## config.mk

```make
export PLATFORM = sky130hd
export DESIGN_NAME = cuop_alu
export DESIGN_NICKNAME = d
export VERILOG_FILES = /design/src/rtl/cuop_pkg.sv /design/src/rtl/cuop_flaggen.sv /design/src/rtl/cuop_condeval.sv /design/src/rtl/cuop_alu.sv
export SDC_FILE = /design/constraint.sdc
export NUM_CORES = 1
export LEC_CHECK = 0
export ABC_CLOCK_PERIOD_IN_PS = 17450
export BUFFER_PORTS_ARGS = -buffer_cell sky130_fd_sc_hd__buf_2
export CELL_PAD_IN_SITES_DETAIL_PLACEMENT = 1
export CELL_PAD_IN_SITES_GLOBAL_PLACEMENT = 1
export CORE_ASPECT_RATIO = 1.5
export CORE_MARGIN = 1
export CORE_UTILIZATION = 44
export DETAILED_ROUTE_END_ITERATION = 8
export PLACE_DENSITY = 0.95
export SYNTH_ARGS = -nofsm -noshare
export SYNTH_HDL_FRONTEND = slang
export SYNTH_HIERARCHICAL = 1
export SYNTH_SLANG_ARGS = --single-unit
```

## constraint.sdc

```tcl
create_clock -name clk -period 17.45 [get_ports clk]
set_input_delay 5.235 -clock clk [delete_from_list [all_inputs] [get_ports clk]]
set_output_delay 5.235 -clock clk [all_outputs]
set_load 0.05 [all_outputs]
```

## src/rtl/cuop_pkg.sv

```systemverilog
package cuop_pkg;

    typedef enum logic [3:0] {
        OP_ADD = 4'd0,
        OP_OR  = 4'd1,
        OP_ADC = 4'd2,
        OP_SBB = 4'd3,
        OP_AND = 4'd4,
        OP_SUB = 4'd5,
        OP_XOR = 4'd6,
        OP_CMP = 4'd7,
        OP_MOV = 4'd8
    } op_e;

    typedef enum logic {
        ST_IDLE = 1'b0,
        ST_RESP = 1'b1
    } ctl_state_e;

    localparam int FB_C  = 0;
    localparam int FB_P  = 1;
    localparam int FB_A  = 2;
    localparam int FB_Z  = 3;
    localparam int FB_S  = 4;
    localparam int FB_O  = 5;
    localparam int FB_EC = 6;
    localparam int FB_EZ = 7;

    localparam logic [1:0] SZ_BYTE = 2'd0;
    localparam logic [1:0] SZ_HALF = 2'd1;

endpackage

```

## src/rtl/cuop_flaggen.sv

```systemverilog
module cuop_flaggen
    import cuop_pkg::*;
#(
    parameter int DATA_W = 32,
    parameter int FLAG_W = 8
) (
    input  logic [1:0]        size,
    input  logic              is_arith,
    input  logic [DATA_W-1:0] res,
    input  logic [DATA_W-1:0] opa,
    input  logic [DATA_W-1:0] opb,
    input  logic [DATA_W:0]   sum,
    output logic [FLAG_W-1:0] gen
);
    localparam int HALF_W = 16;
    localparam int BYTE_W = 8;

    logic [DATA_W:0] a_ext;
    logic [DATA_W:0] b_ext;
    logic [DATA_W-1:0] szmask;
    int hi;

    assign a_ext = {1'b0, opa};
    assign b_ext = {1'b0, opb};

    always_comb begin
        unique case (size)
            SZ_BYTE: begin
                hi     = BYTE_W - 1;
                szmask = {{(DATA_W-BYTE_W){1'b0}}, {BYTE_W{1'b1}}};
            end
            SZ_HALF: begin
                hi     = HALF_W - 1;
                szmask = {{(DATA_W-HALF_W){1'b0}}, {HALF_W{1'b1}}};
            end
            default: begin
                hi     = DATA_W - 1;
                szmask = {DATA_W{1'b1}};
            end
        endcase
    end

    always_comb begin
        gen        = '0;
        gen[FB_Z]  = ((res & szmask) == '0);
        gen[FB_S]  = res[hi];
        gen[FB_P]  = ~^res[BYTE_W-1:0];
        gen[FB_EZ] = gen[FB_Z];
        if (is_arith) begin
            gen[FB_C]  = sum[hi+1] ^ a_ext[hi+1] ^ b_ext[hi+1];
            gen[FB_A]  = res[4] ^ opa[4] ^ opb[4];
            gen[FB_O]  = (opa[hi] == opb[hi]) && (res[hi] != opa[hi]);
            gen[FB_EC] = gen[FB_C];
        end
    end

endmodule

```

## src/rtl/cuop_condeval.sv

```systemverilog
module cuop_condeval
    import cuop_pkg::*;
#(
    parameter int FLAG_W = 8,
    parameter int SEL_W  = 5
) (
    input  logic [FLAG_W-1:0] flags,
    input  logic [SEL_W-1:0]  sel,
    output logic              pass
);
    localparam int BASE_W = SEL_W - 1;

    logic base;

    always_comb begin
        unique case (sel[BASE_W-1:0])
            4'd0:    base = 1'b1;
            4'd1:    base = flags[FB_C];
            4'd2:    base = flags[FB_Z];
            4'd3:    base = flags[FB_S];
            4'd4:    base = flags[FB_O];
            4'd5:    base = flags[FB_P];
            4'd6:    base = flags[FB_C] | flags[FB_Z];
            4'd7:    base = flags[FB_S] ^ flags[FB_O];
            4'd8:    base = (flags[FB_S] ^ flags[FB_O]) | flags[FB_Z];
            4'd9:    base = flags[FB_EC];
            4'd10:   base = flags[FB_EZ];
            4'd11:   base = flags[FB_EZ] | ~flags[FB_Z];
            4'd12:   base = flags[FB_A];
            default: base = 1'b0;
        endcase
        pass = base ^ sel[SEL_W-1];
    end

    always_comb begin
        if (sel == '0) begin
            a_r13_always_passes: assert (pass);
        end
    end

endmodule

```

## src/rtl/cuop_alu.sv

```systemverilog
module cuop_alu
    import cuop_pkg::*;
#(
    parameter int DATA_W = 32,
    parameter int IMM_W  = 8,
    parameter int FLAG_W = 8,
    parameter int SEL_W  = 5
) (
    input  logic              clk,
    input  logic              rst_n,
    input  logic              issue_vld,
    input  logic [3:0]        op,
    input  logic              flag_var,
    input  logic              imm_sel,
    input  logic [1:0]        size,
    input  logic [DATA_W-1:0] dst_old,
    input  logic [DATA_W-1:0] src1,
    input  logic [DATA_W-1:0] src2,
    input  logic [IMM_W-1:0]  imm,
    input  logic [FLAG_W-1:0] ext,
    input  logic [FLAG_W-1:0] flags_in,
    output logic              done,
    output logic [DATA_W-1:0] res_out,
    output logic [FLAG_W-1:0] flags_out
);
    localparam int HALF_W = 16;
    localparam int BYTE_W = 8;
    localparam logic [3:0] OP_LAST = OP_MOV;

    ctl_state_e state_q, state_d;

    logic [DATA_W-1:0] op2, opa, opb, raw, base, szmask, merged;
    logic [DATA_W-1:0] next_res;
    logic [DATA_W:0]   sum;
    logic [FLAG_W-1:0] gen, next_flags;
    logic              cin, is_arith, known, is_mov, cond_pass, exec_ok, upd_flags;

    // operand selection and adder
    always_comb begin
        op2      = imm_sel ? {{(DATA_W-IMM_W){imm[IMM_W-1]}}, imm} : src2;
        is_mov   = (op == OP_MOV);
        known    = (op <= OP_LAST);
        opa      = (op == OP_CMP) ? dst_old : src1;
        opb      = op2;
        cin      = 1'b0;
        is_arith = 1'b0;
        unique case (op)
            OP_ADD: is_arith = 1'b1;
            OP_ADC: begin is_arith = 1'b1; cin = flags_in[FB_C]; end
            OP_SUB, OP_CMP: begin is_arith = 1'b1; opb = ~op2; cin = 1'b1; end
            OP_SBB: begin is_arith = 1'b1; opb = ~op2; cin = ~flags_in[FB_C]; end
            default: ;
        endcase
        sum = {1'b0, opa} + {1'b0, opb} + {{DATA_W{1'b0}}, cin};
    end

    always_comb begin
        unique case (op)
            OP_OR:   raw = src1 | op2;
            OP_AND:  raw = src1 & op2;
            OP_XOR:  raw = src1 ^ op2;
            OP_MOV:  raw = op2;
            default: raw = sum[DATA_W-1:0];
        endcase
        base = is_mov ? src1 : dst_old;
        unique case (size)
            SZ_BYTE: szmask = {{(DATA_W-BYTE_W){1'b0}}, {BYTE_W{1'b1}}};
            SZ_HALF: szmask = {{(DATA_W-HALF_W){1'b0}}, {HALF_W{1'b1}}};
            default: szmask = {DATA_W{1'b1}};
        endcase
        merged = (base & ~szmask) | (raw & szmask);
    end

    cuop_flaggen #(.DATA_W(DATA_W), .FLAG_W(FLAG_W)) u_flaggen (
        .size     (size),
        .is_arith (is_arith),
        .res      (raw),
        .opa      (opa),
        .opb      (opb),
        .sum      (sum),
        .gen      (gen)
    );

    cuop_condeval #(.FLAG_W(FLAG_W), .SEL_W(SEL_W)) u_condeval (
        .flags (flags_in),
        .sel   (ext[SEL_W-1:0]),
        .pass  (cond_pass)
    );

    always_comb begin
        exec_ok    = known && !(flag_var && is_mov && !cond_pass);
        upd_flags  = known && flag_var && !is_mov;
        next_res   = exec_ok ? merged : dst_old;
        next_flags = upd_flags ? ((flags_in & ~ext) | (gen & ext)) : flags_in;
    end

    // control state machine
    always_comb begin
        unique case (state_q)
            ST_IDLE: state_d = issue_vld ? ST_RESP : ST_IDLE;
            ST_RESP: state_d = issue_vld ? ST_RESP : ST_IDLE;
            default: state_d = ST_IDLE;
        endcase
    end

    always_ff @(posedge clk) begin
        if (!rst_n) state_q <= ST_IDLE;
        else        state_q <= state_d;
    end

    always_ff @(posedge clk) begin
        if (!rst_n) begin
            res_out   <= '0;
            flags_out <= '0;
        end else if (issue_vld) begin
            res_out   <= next_res;
            flags_out <= next_flags;
        end
    end

    assign done = (state_q == ST_RESP);

    a_r14_done_after_issue: assert property (@(posedge clk) disable iff (!rst_n)
        done |-> $past(issue_vld));

    a_r2_plain_keeps_flags: assert property (@(posedge clk) disable iff (!rst_n)
        (issue_vld && !flag_var) |=> (flags_out == $past(flags_in)));

    a_r6_mask_confines: assert property (@(posedge clk) disable iff (!rst_n)
        (issue_vld && flag_var) |=> (((flags_out ^ $past(flags_in)) & ~$past(ext)) == '0));

    a_r3_upper_bytes_kept: assert property (@(posedge clk) disable iff (!rst_n)
        (issue_vld && size == SZ_BYTE && op < OP_MOV)
        |=> (res_out[DATA_W-1:BYTE_W] == $past(dst_old[DATA_W-1:BYTE_W])));

    a_r12_blocked_move_holds: assert property (@(posedge clk) disable iff (!rst_n)
        (issue_vld && flag_var && op == OP_MOV && !cond_pass)
        |=> (res_out == $past(dst_old) && flags_out == $past(flags_in)));

endmodule

```

# Yosys cells after proc, flatten, opt, wreduce, memory -nomap -nowiden
# Cells that the tools add are included.
# word_totals
rom_bits	0
wordCells	106
output_inout_bits	41
mem_count	0
reg_bits	41
ram_bits	0
latchBits	0
in_bits	131
# classes
shift	0
div	0
n_reduce_logical	17
add_sub_neg	3
n_mux	34
multipliers	0
magnitude_cmp	3
n_eq_ne	23
bitwise	23
# ops
op	count
2-to-1 mux 32 bit	5
case mux 32 bit (4 select lines)	1
bitwise AND 32 bit	3
inverter 32 bit	2
bitwise OR 32 bit	2
case mux 32 bit (2 select lines)	1
adder 32 x 32 -> 33 bit	1
adder 33 x 1 -> 33 bit	1
equality test 4 x 3 -> 1 bit (second input constant)	8
logical NOT 32 bit	1
< comparator 32 x 8 -> 1 bit (second input constant)	1
bitwise XOR 32 bit	1
equality test 4 bit (second input constant)	6
binary-select mux 1 bit (select 6 bit)	3
bitwise AND 8 bit	2
equality test 4 x 2 -> 1 bit (second input constant)	4
2-to-1 mux 1 bit	16
binary-select mux 1 bit (select 5 bit)	3
case mux 1 bit (13 select lines)	1
case mux 5 bit (2 select lines)	1
equality test 4 x 1 -> 1 bit (second input constant)	2
logical NOT 4 bit	2
2-to-1 mux 8 bit	1
inverter 8 bit	1
19 further kinds	34

# Longest topological paths before layout
# Gate-level depths: netlist of the first run.
# logic_depth
word_depth	15
depth_mapped	24
ltp_nobuf	20

# Cells and area by module
# Netlist of the first run, hierarchy kept.
# by_module_without_submodules
module	area_each_um2	cells_each	n_inst
cuop_alu	7150.6	959	1
cuop_flaggen	384.1	55	1
cuop_condeval	181.4	27	1

# Least setup slack after synthesis of the first run
# Ideal clock, no wire load.
# synth_timing
kind	input to register
from	input op[3]
to	register flags_out[7]
setup_slack_ps	7398
arrival_ps	9993
stages	22
setup_time_ps	59
path_cell_list	clkbuf_1 > clkbuf_1 > nand4b_1 > clkbuf_1 > mux2_2 > fa_1 > fa_1 > a21o_1 > a221o_1 > a221oi_1 > o31ai_1 > a21oi_1 > mux2i_1 > nand2b_1 > nor4_1 > nand4_1 > nor2_1 > o21a_1 > buf_4 > nand3_1 > nand3_1 > o211a_1
# synth_rtl
element	line_no	rtl
start, declared	cuop_alu.sv:12	input logic [3:0] op,
equality test 4 x 3 -> 1 bit	cuop_alu.sv:43	opa = (op == OP_CMP) ? dst_old : src1;
2-to-1 mux 32 bit	cuop_alu.sv:43	
named net opa[0]	cuop_alu.sv:32	logic [DATA_W-1:0] op2, opa, opb, raw, base, szmask, merged;
adder 32 x 32 -> 33 bit	cuop_alu.sv:54	sum = {1'b0, opa} + {1'b0, opb} + {{DATA_W{1'b0}}, cin};
adder 33 x 1 -> 33 bit	cuop_alu.sv:54	
case mux 32 bit (4 select lines)	cuop_alu.sv:58	unique case (op)
named net raw[24]	cuop_alu.sv:32	
bitwise AND 32 bit	cuop_flaggen.sv:45	gen[FB_Z] = ((res & szmask) == '0);
logical NOT 32 bit	cuop_flaggen.sv:45	
named net gen[3]	cuop_alu.sv:35	logic [FLAG_W-1:0] gen, next_flags;
bitwise AND 8 bit	cuop_alu.sv:94	next_flags = upd_flags ? ((flags_in & ~ext) | (gen & ext)) : flags_in;
bitwise OR 8 bit	cuop_alu.sv:94	
2-to-1 mux 8 bit	cuop_alu.sv:94	
end signal, assigned	cuop_alu.sv:117	flags_out <= next_flags;
end, declared	cuop_alu.sv:24	output logic [FLAG_W-1:0] flags_out
# The timed path passes the listed nets, and every way through them passes these cells.
# A chain may end at the register's enable or synchronous reset.

# Final worst setup path of the first run
# layout_timing
from	input imm_sel
to	register flags_out[3]
# layout_between
elab_chain_cells	11
# layout_rtl
element	line_no	rtl
start, declared	cuop_alu.sv:14	input logic imm_sel,
2-to-1 mux 32 bit *	cuop_alu.sv:40	op2 = imm_sel ? {{(DATA_W-IMM_W){imm[IMM_W-1]}}, imm} : src2;
inverter 32 bit	cuop_alu.sv:50, cuop_alu.sv:51	
2-to-1 mux 32 bit *	n/a	
named net opb[9]	cuop_alu.sv:32	
adder 32 x 32 -> 33 bit *	cuop_alu.sv:54	
adder 33 x 1 -> 33 bit *	cuop_alu.sv:54	
case mux 32 bit (4 select lines) *	cuop_alu.sv:58	
named net raw[30]	cuop_alu.sv:32	
bitwise AND 32 bit *	cuop_flaggen.sv:45	
logical NOT 32 bit *	cuop_flaggen.sv:45	
named net gen[3]	cuop_alu.sv:35	
bitwise AND 8 bit *	cuop_alu.sv:94	
bitwise OR 8 bit *	cuop_alu.sv:94	
2-to-1 mux 8 bit *	cuop_alu.sv:94	
# Mark *: on every way through the listed nets, which the timed path passes. The rest lies on a longest branch.

==> reports/results.txt, run 1 <==
Status = completed
Initial antenna violation count = 0
Pleak = 4.28 nW
Crit. Startpoint = imm_sel
Clk buf depth = 2
Data arrival, critical path = 10.55 ns
RR Startpoint = res_out[21]
Post-DP HPWL = 25.0 mm
Yosys warnings = 6
Initial Util = 45.1%
Max_slew headroom = 24.5%
Pwr dens = 72.6 mW/mm²
Final setup viols = 0
Met2 wire length = 16.2 mm
Critical Path Source Type = primary input
R2R Path End = res_out[21]
CTS Hold Bufs = 0
Area delta synth->final = 14.3%
Final Core Density = 51.5%
GPL Wtd Cong = 0.972
Postcts setup bufs = 0
Clk Latency, worst-skew pair = 0.29 ns
Top sig layer = met4
Die H = 163 µm
Post-Syn Nets = 1253
DRT iter0 DRCs = 753
Crit path cell chain = buf_2 -> clkinv_1 -> a21oi_1 -> xnor2_1 -> ha_1 -> a21o_1 -> o21bai_1 -> a221oi_2 -> nand3_1 -> a221o_1 -> mux2i_1 -> nand2_1 -> nor4_1 -> nand4_1 -> nor2_1 -> o21a_1 -> nand3_1 -> nand3_1 -> o211a_1
Drc violations = 0
RSZ-0062 raised after global routing = false
Die width = 109 µm
Maxcap violations = 0
M1 WL = 12.5 mm
Final worst-path cycle share = 59.1%
Worst-margin pin slew = 1.13 ns
Setup Crit Path Kind = primary input to flip-flop
Hold path start = flags_out[6]
CP max FO = 25
Router iterations before antenna repair = 5
Core area = 0.0168 mm²
Syn Std Cell Area = 0.00759 mm²
Largest net degree at the start of global routing = 67
CTS tree = yes
Post-cts sizing count = 0
Hold Path Class = flip-flop to flip-flop
CTS Sinks = 41
Mapped Cells = 1021
Critical-path top delay cell = clkinv_1
Worst Setup End Kind = flip-flop
Max incr delay on CP = 0.81 ns
Min Tclk post-route = 10.31 ns
Vias in the first global route = 9615
Nets = 1371
Slew Viols, Final = 0
Via count = 9102
Routed Antenna Nets = 0
Top Ports = 172
Routed length per instance = 24.8 µm
Share of post-route cells with drive strength above 1 = 22.5%
Fin Setup TNS = 0 ns
Worst Clk Skew = 0 ns
First-pass GRT wire length = 50.9 mm
FF-to-FF path depth = 4
Critical Path RT = 17.69 ns
Worst hold path endpoint = flags_out[6]
Vias/cell = 6.75
Tot GR Track Use = 37.6%
Row count = 58
Die area = 0.0178 mm²
Clk slew on worst S/H paths = 0.07 ns
WL met3 = 2.49 mm
Maximum vdd drop = 0.0000580 V
Final hold vios = 0
H-tree depth = 2
DRT Wirelength = 33.4 mm
Root buf cell = clkbuf_16
WHS Path Cells = 1
Syn avg cell area = 7.44 µm²
CP dominant cell by count = nand3_1
Worst Path Buf+Inv = 2
IO buf count = 171
Max frequency = 97.0 MHz
# diodes = 0
GRT overflow = 0
CP top delay family = compound AO/OA/AOI/OAI gates
Cts bufs inserted = 5
Reg-to-reg slack, setup = 16.36 ns
worst max path at each step:
stage | to | slack (ns) | cells past startpoint
after global placement | flags_out[3] | 7.12 | 19
after detailed placement | flags_out[3] | 7.06 | 18
after floorplan | flags_out[7] | 7.43 | 21
final | flags_out[3] | 7.14 | 19
after CTS | flags_out[3] | 7.34 | 19
after global routing | flags_out[7] | 6.88 | 19
layout make-up:
type | count | area [µm²]
Clock buffer | 7 | 143
Timing Repair Buffer | 184 | 953
Fill cell | 2173 | 8160
Sequential cell | 41 | 821
Tap cell | 210 | 263
Multi-Input combinational cell | 820 | 6170
Inverter | 87 | 327
metal layers:
layer	up-vias	GRT usage, %
met5	-	0
met4	0	25.5
met3	167	5.92
met2	539	64.6
met1	4407	41.8
li1	3989	-
cell usage in the layout (no fill, tap or decap), types with 6 or more instances in the layout:
cell type / n
buf_2: 171
ha_1: 99
nand2_1: 90
inv_1: 86
nor2_1: 68
a21oi_1: 64
o21ai_0: 54
dfxtp_1: 41
mux2_2: 40
xnor2_1: 40
nand3_1: 31
xor2_1: 24
mux2i_1: 23
a21o_1: 23
o221ai_1: 21
a221o_1: 19
a31oi_1: 15
nand4_1: 14
buf_4: 13
a221oi_1: 11
o221a_2: 11
and2_1: 10
nor2b_1: 10
nor3_1: 9
o211a_1: 9
and3_1: 8
o22ai_1: 8
o21a_1: 8
nor4_1: 7
a22oi_1: 6
nand2b_1: 6
per-stage QoR:
step,power [mW],setup slack [ns],cells,area (µm²),hold WS [ns]
after global routing,0.665,6.88,1349,8680,0.508
after floorplan,0.389,7.43,1021,7590,0.670
after detailed placement,0.511,7.06,1342,8540,0.460
after CTS,0.614,7.34,1349,8680,0.476
after global placement,0.498,7.12,1342,8540,0.441
final,0.630,7.14,1349,8680,0.475
worst register-to-register path: stages, from the launching register on:
cell and delay, ns:
dfxtp_1 0.35, o21a_1 0.12, o221ai_1 0.19, o21bai_1 0.23, o31ai_1 0.10
power breakdown:
group	switching, mW	leakage [nW]	total, mW	internal [mW]
Combinational	0.271	3.87	0.419	0.148
Clock	0.0447	0.0700	0.101	0.0565
Sequential	0.00569	0.340	0.109	0.103
Total	0.322	4.28	0.630	0.308
sequential cells by signal, summed over array words and instances (netlist names):
| register | count |
|---|---|
| flags_out | 8 |
| res_out | 32 |
| done | 1 |
No activity file was read; power rests on OpenSTA's default activity.
==> run 2: changes to the inputs <==
- ABC_CLOCK_PERIOD_IN_PS: 17450 -> 10700
- CORE_UTILIZATION: 44 -> 41
- clock period: 17.45 -> 10.7 ns (I/O delays scaled with it)
==> reports/results.txt, run 2 (same netlist as run 1, synthesis figures left out) <==
Critical Path RT = 10.94 ns (-6.75 ns)
Cell Area, Placed = 0.00854 mm² (+0.10%)
# diodes = 0 (unchanged)
Nets = 1371 (unchanged)
DRT Wirelength = 32.8 mm (-1.8%)
FF-to-FF path depth = 3 (-1)
Clk buf depth = 2 (unchanged)
CTS tree = yes
Max reg flops = 32 (unchanged)
Max frequency = 120 MHz
Top Ports = 172 (unchanged)
Worst hold path endpoint = flags_out[2]
Final Core Density = 48.2% (-3.4 points)
Via count = 9015 (-0.96%)
Fin Setup TNS = 0 ns (unchanged)
Largest net degree at the start of global routing = 67 (unchanged)
Vias/cell = 6.64 (-1.5%)
First-pass GRT wire length = 50.5 mm (-0.73%)
Router iterations before antenna repair = 5 (unchanged)
Core area = 0.0180 mm² (+7.0%)
Worst Clk Skew = 0 ns (unchanged)
Setup WS pre-CTS = 2.34 ns (-4.73 ns)
H-tree depth = 2 (unchanged)
Final hold vios = 0 (unchanged)
Hold Path Class = flip-flop to flip-flop
Final setup viols = 0 (unchanged)
Worst Setup End Kind = flip-flop
Vias in the first global route = 9319 (-3.1%)
Die width = 113 µm (+3.5%)
Share of post-route cells with drive strength above 1 = 22.5% (+0.068 points)
Status = completed
R2R Path End = res_out[21]
Pwr Total = 1.01 mW (+60%)
Design Area, Final = 0.00868 mm² (about the same)
Post-cts sizing count = 0 (unchanged)
Area delta synth->final = 14.3% (about the same)
Initial antenna violation count = 0 (unchanged)
WHS Path Cells = 1 (unchanged)
Row count = 60 (+3.4%)
Pleak = 4.28 nW (about the same)
Root buf cell = clkbuf_16
Setup Crit Path Kind = primary input to flip-flop
Clk slew on worst S/H paths = 0.06 ns (about the same)
IO buf count = 171 (unchanged)
CTS Hold Bufs = 0 (unchanged)
Die area = 0.0191 mm² (+7.2%)
Hold path start = flags_out[2]
Finished Layout Cells = 1357 (+0.59%)
CTS Sinks = 41 (unchanged)
Reg-to-reg slack, setup = 9.51 ns (-6.85 ns)
Post-DP HPWL = 25.0 mm (about the same)
GRT overflow = 0 (unchanged)
Min Tclk post-route = 8.30 ns
Final worst-path cycle share = 77.6%
Die H = 169 µm (+3.6%)
Max_slew headroom = 22.4% (-2.0 points)
Routed Antenna Nets = 0 (unchanged)
Cts bufs inserted = 5 (unchanged)
Maximum vdd drop = 0.0000621 V (+7.1%)
CP max FO = 25 (unchanged)
Critical Path Source Type = primary input
Pwr dens = 116 mW/mm² (+60%)
DRT iter0 DRCs = 751 (-0.27%)
Drc violations = 0 (unchanged)
Most common cell after layout, fill and taps aside = buf_2
Setup WS post-layout = 2.40 ns (-4.74 ns)
Clk Latency, worst-skew pair = 0.29 ns (about the same)
GPL Wtd Cong = 0.995 (+2.3%)
Largest register by flop count = res_out
RR Startpoint = res_out[21]
Dpl cells = 1349 (+0.52%)
Postcts setup bufs = 0 (unchanged)
Tot GR Track Use = 33.9% (-3.7 points)
Data arrival, critical path = 8.54 ns (-2.01 ns)
Slew Viols, Final = 0 (unchanged)
Worst-margin pin slew = 1.15 ns (+0.0284 ns)
Hold Slack = 0.474 ns (-0.00108 ns)
Routed length per instance = 24.2 µm (-2.3%)
RSZ-0062 raised after global routing = false
Initial Util = 42.2% (-3.0 points)
Most frequent cells in the layout = 171 x buf_2, 99 x ha_1, 90 x nand2_1, 86 x inv_1, 68 x nor2_1
Maxcap violations = 0 (unchanged)
[run 2: layout make-up]
class / instances / area (µm²)
Clock buffer: 6 / 129
Clock inverter: 2 / 10.0
Fill cell: 2322 / 9330
Inverter: 87 / 327
Multi-Input combinational cell: 820 / 6170
Sequential cell: 41 / 821
Tap cell: 217 / 272
Timing Repair Buffer: 184 / 953
[run 2: how the worst max path moves through the flow]
stage          startpoint            to  slack [ns]  cells past startpoint
2_1_floorplan       op[3]  flags_out[7]        2.71                     21
3_3_place_gp      imm_sel  flags_out[3]        2.48                     19
3_5_place_dp      imm_sel  flags_out[3]        2.34                     19
4_1_cts           imm_sel  flags_out[3]        2.57                     19
5_1_grt           imm_sel  flags_out[3]        2.08                     18
6_report          imm_sel  flags_out[3]        2.40                     18
[run 2: metal layers]
| metal | GRT usage [%] | vias up | part of all wire [%] |
|---|---|---|---|
| li1 | - | 3980 | - |
| met1 | 38.6 | 4416 | 39 |
| met2 | 59.3 | 480 | 49 |
| met3 | 4.94 | 139 | 7.1 |
| met4 | 20.8 | 0 | 5.8 |
| met5 | 0 | - | 0 |
[run 2: critical path, cell delays in order]
cell and delay (ns):
buf_2 0.25, clkinv_1 0.86, a21oi_1 0.66, xnor2_1 0.13, ha_1 0.40, a21o_1 0.23
o21bai_1 0.21, a221oi_2 0.57, and2_1 0.28, xnor2_1 0.09, a221o_1 0.35, nor4_1 0.29
nand2_1 0.27, a21oi_1 0.21, o21a_1 0.17, nand3_1 0.07, nand3_1 0.12, o211a_1 0.15
[run 2: report_power, final]
group | internal, mW | switching [mW]
combinational | 0.242 | 0.431
clock | 0.0861 | 0.0713
sequential | 0.169 | 0.00895
==> run 3: changes to the inputs <==
- ABC_CLOCK_PERIOD_IN_PS: 10700 -> 7500
- CORE_UTILIZATION: 41 -> 37
- PLACE_DENSITY: 0.95 -> 0.92
- clock period: 10.7 -> 7.5 ns (I/O delays scaled with it)
==> reports/results.txt, run 3 (same netlist as run 1, synthesis figures left out) <==
Status = completed
M1 GR Usage = 34.7% (-3.9 points)
DRT Wirelength = 32.7 mm (-0.25%)
H-tree depth = 2 (unchanged)
Row count = 63 (+5.0%)
Clk Latency, worst-skew pair = 0.29 ns (about the same)
Share of post-route cells with drive strength above 1 = 22.8% (+0.27 points)
IO buf count = 171 (unchanged)
Multi-input logic area = 0.00617 mm² (unchanged)
Final worst-path cycle share = 90.9%
CTS Hold Bufs = 0 (unchanged)
Maximum vdd drop = 0.0000872 V (+40%)
Core area = 0.0199 mm² (+11%)
Vias/cell = 6.34 (-4.6%)
Hold Slack = 0.454 ns (-0.0203 ns)
Busiest layer in global routing = met2
Die area = 0.0211 mm² (+11%)
Max frequency = 147 MHz
Slew Viols, Final = 0 (unchanged)
Die H = 177 µm (+5.2%)
Routed Antenna Nets = 0 (unchanged)
Hold Path Class = flip-flop to flip-flop
Area delta synth->final = 15.6%
Clk slew on worst S/H paths = 0.08 ns (+0.02 ns)
Worst-margin pin slew = 1.39 ns (+0.233 ns)
RR Startpoint = res_out[27]
Final setup viols = 0 (unchanged)
Max reg flops = 32 (unchanged)
Largest net degree at the start of global routing = 42 (-37%)
CP max FO = 17 (-32%)
Max incr delay on CP = 0.48 ns (-0.38 ns)
Pleak = 4.31 nW (+0.58%)
Tot GR Track Use = 30.8% (-3.1 points)
GPL Wtd Cong = 0.988 (-0.66%)
Post-DP HPWL = 26.3 mm (+5.2%)
# diodes = 0 (unchanged)
Most common cell after layout, fill and taps aside = buf_2
Postcts setup bufs = 0 (unchanged)
CTS Sinks = 41 (unchanged)
First-pass GRT wire length = 50.5 mm (about the same)
GRT overflow = 0 (unchanged)
Design Area, Final = 0.00878 mm² (+1.1%)
Final hold vios = 0 (unchanged)
Setup WS post-layout = 0.682 ns (-1.72 ns)
Worst Path Buf+Inv = 1 (-1)
Router iterations before antenna repair = 6 (+1)
Fin Setup TNS = 0 ns (unchanged)
Cts bufs inserted = 5 (unchanged)
Via count = 8901 (-1.3%)
Routed length per instance = 23.3 µm (-3.6%)
Critical Path Source Type = primary input
CP top delay family = compound AO/OA/AOI/OAI gates
Reg-to-reg slack, setup = 6.39 ns (-3.12 ns)
Root buf cell = clkbuf_16
Vias in the first global route = 9161 (-1.7%)
Pwr dens = 164 mW/mm² (+42%)
DRT iter0 DRCs = 804 (+7.1%)
Reg area = 821 µm² (unchanged)
Worst Clk Skew = 0 ns (unchanged)
Most frequent cells in the layout = 171 x buf_2, 99 x ha_1, 90 x nand2_1, 86 x inv_1, 68 x nor2_1
Critical Path RT = 7.74 ns (-3.20 ns)
Nets = 1376 (+0.36%)
Min Tclk post-route = 6.82 ns
Clk buf depth = 2 (unchanged)
Maxcap violations = 0 (unchanged)
RSZ-0062 raised after global routing = false
Max_slew headroom = 6.49% (-16 points)
M3 GR Usage = 4.56% (-0.38 points)
Setup Crit Path Kind = primary input to flip-flop
Data arrival, critical path = 7.06 ns (-1.48 ns)
Cell Area, Placed = 0.00864 mm² (+1.1%)
Critical-path top delay cell = fa_1
Drc violations = 0 (unchanged)
Worst Setup End Kind = flip-flop
Initial antenna violation count = 0 (unchanged)
Crit path cell chain = buf_2 -> nand4b_1 -> mux2_2 -> fa_1 -> fa_1 -> a21o_1 -> a221o_1 -> a221oi_1 -> o31ai_1 -> a21oi_1 -> mux2i_1 -> nand2b_1 -> nor4_1 -> nand4_1 -> nor2_1 -> o21a_1 -> nand3_1 -> nand3_1 -> o211a_1
Setup WS pre-CTS = 0.503 ns (-1.83 ns)
Die width = 119 µm (+5.2%)
Post-cts sizing count = 0 (unchanged)
Met2 GRT Util = 54.6% (-4.7 points)
Hold path start = res_out[8]
Crit. Startpoint = op[3]
Initial Util = 38.1% (-4.1 points)
CTS tree = yes
Fill count = 2566 (+11%)
Top Ports = 172 (unchanged)
Largest register by flop count = res_out
-- run 3: worst reg2reg max path, delay by kind of cell (launching register included) --
kind            cells  cell delay, ns
compound gates      2            0.28
flops               1            0.34
simple gates        1            0.41
-- run 3: per-layer routing --
metal	wire length (µm)	vias to the layer above	share of wire (%)
met2	16200	437	49
met3	2010	110	6.1
met1	12800	4372	39
li1	-	3982	-
met5	0	-	0
met4	1770	0	5.4
-- run 3: stage by stage --
stage	utilization [%]	std cells	power (mW)
after floorplan	-	1021	0.904
after global placement	43.3	1397	1.17
after detailed placement	43.3	1397	1.19
after CTS	44.0	1404	1.42
after global routing	44.0	1404	1.52
final	44.0	1404	1.44
-- run 3: power by group --
part	switching [mW]	internal [mW]	total, mW	leakage (nW)
logic	0.611	0.346	0.957	3.90
clock network	0.101	0.131	0.232	0.0700
registers	0.0125	0.240	0.253	0.340
-- run 3: layout make-up --
cell class,instances,area share (%)
clock buffer,7,1.62
inverter,87,3.72
multi-input combinational,820,70.3
sequential,41,9.35
tap,260,3.71
timing repair buffer,189,11.3
-- run 3: final timing paths --
| path | end | cells after the start |
|---|---|---|
| max | flags_out[3] | 19 |
| min reg2reg | res_out[8] | 2 |
| min | res_out[8] | 2 |
| max reg2reg | res_out[27] | 3 |
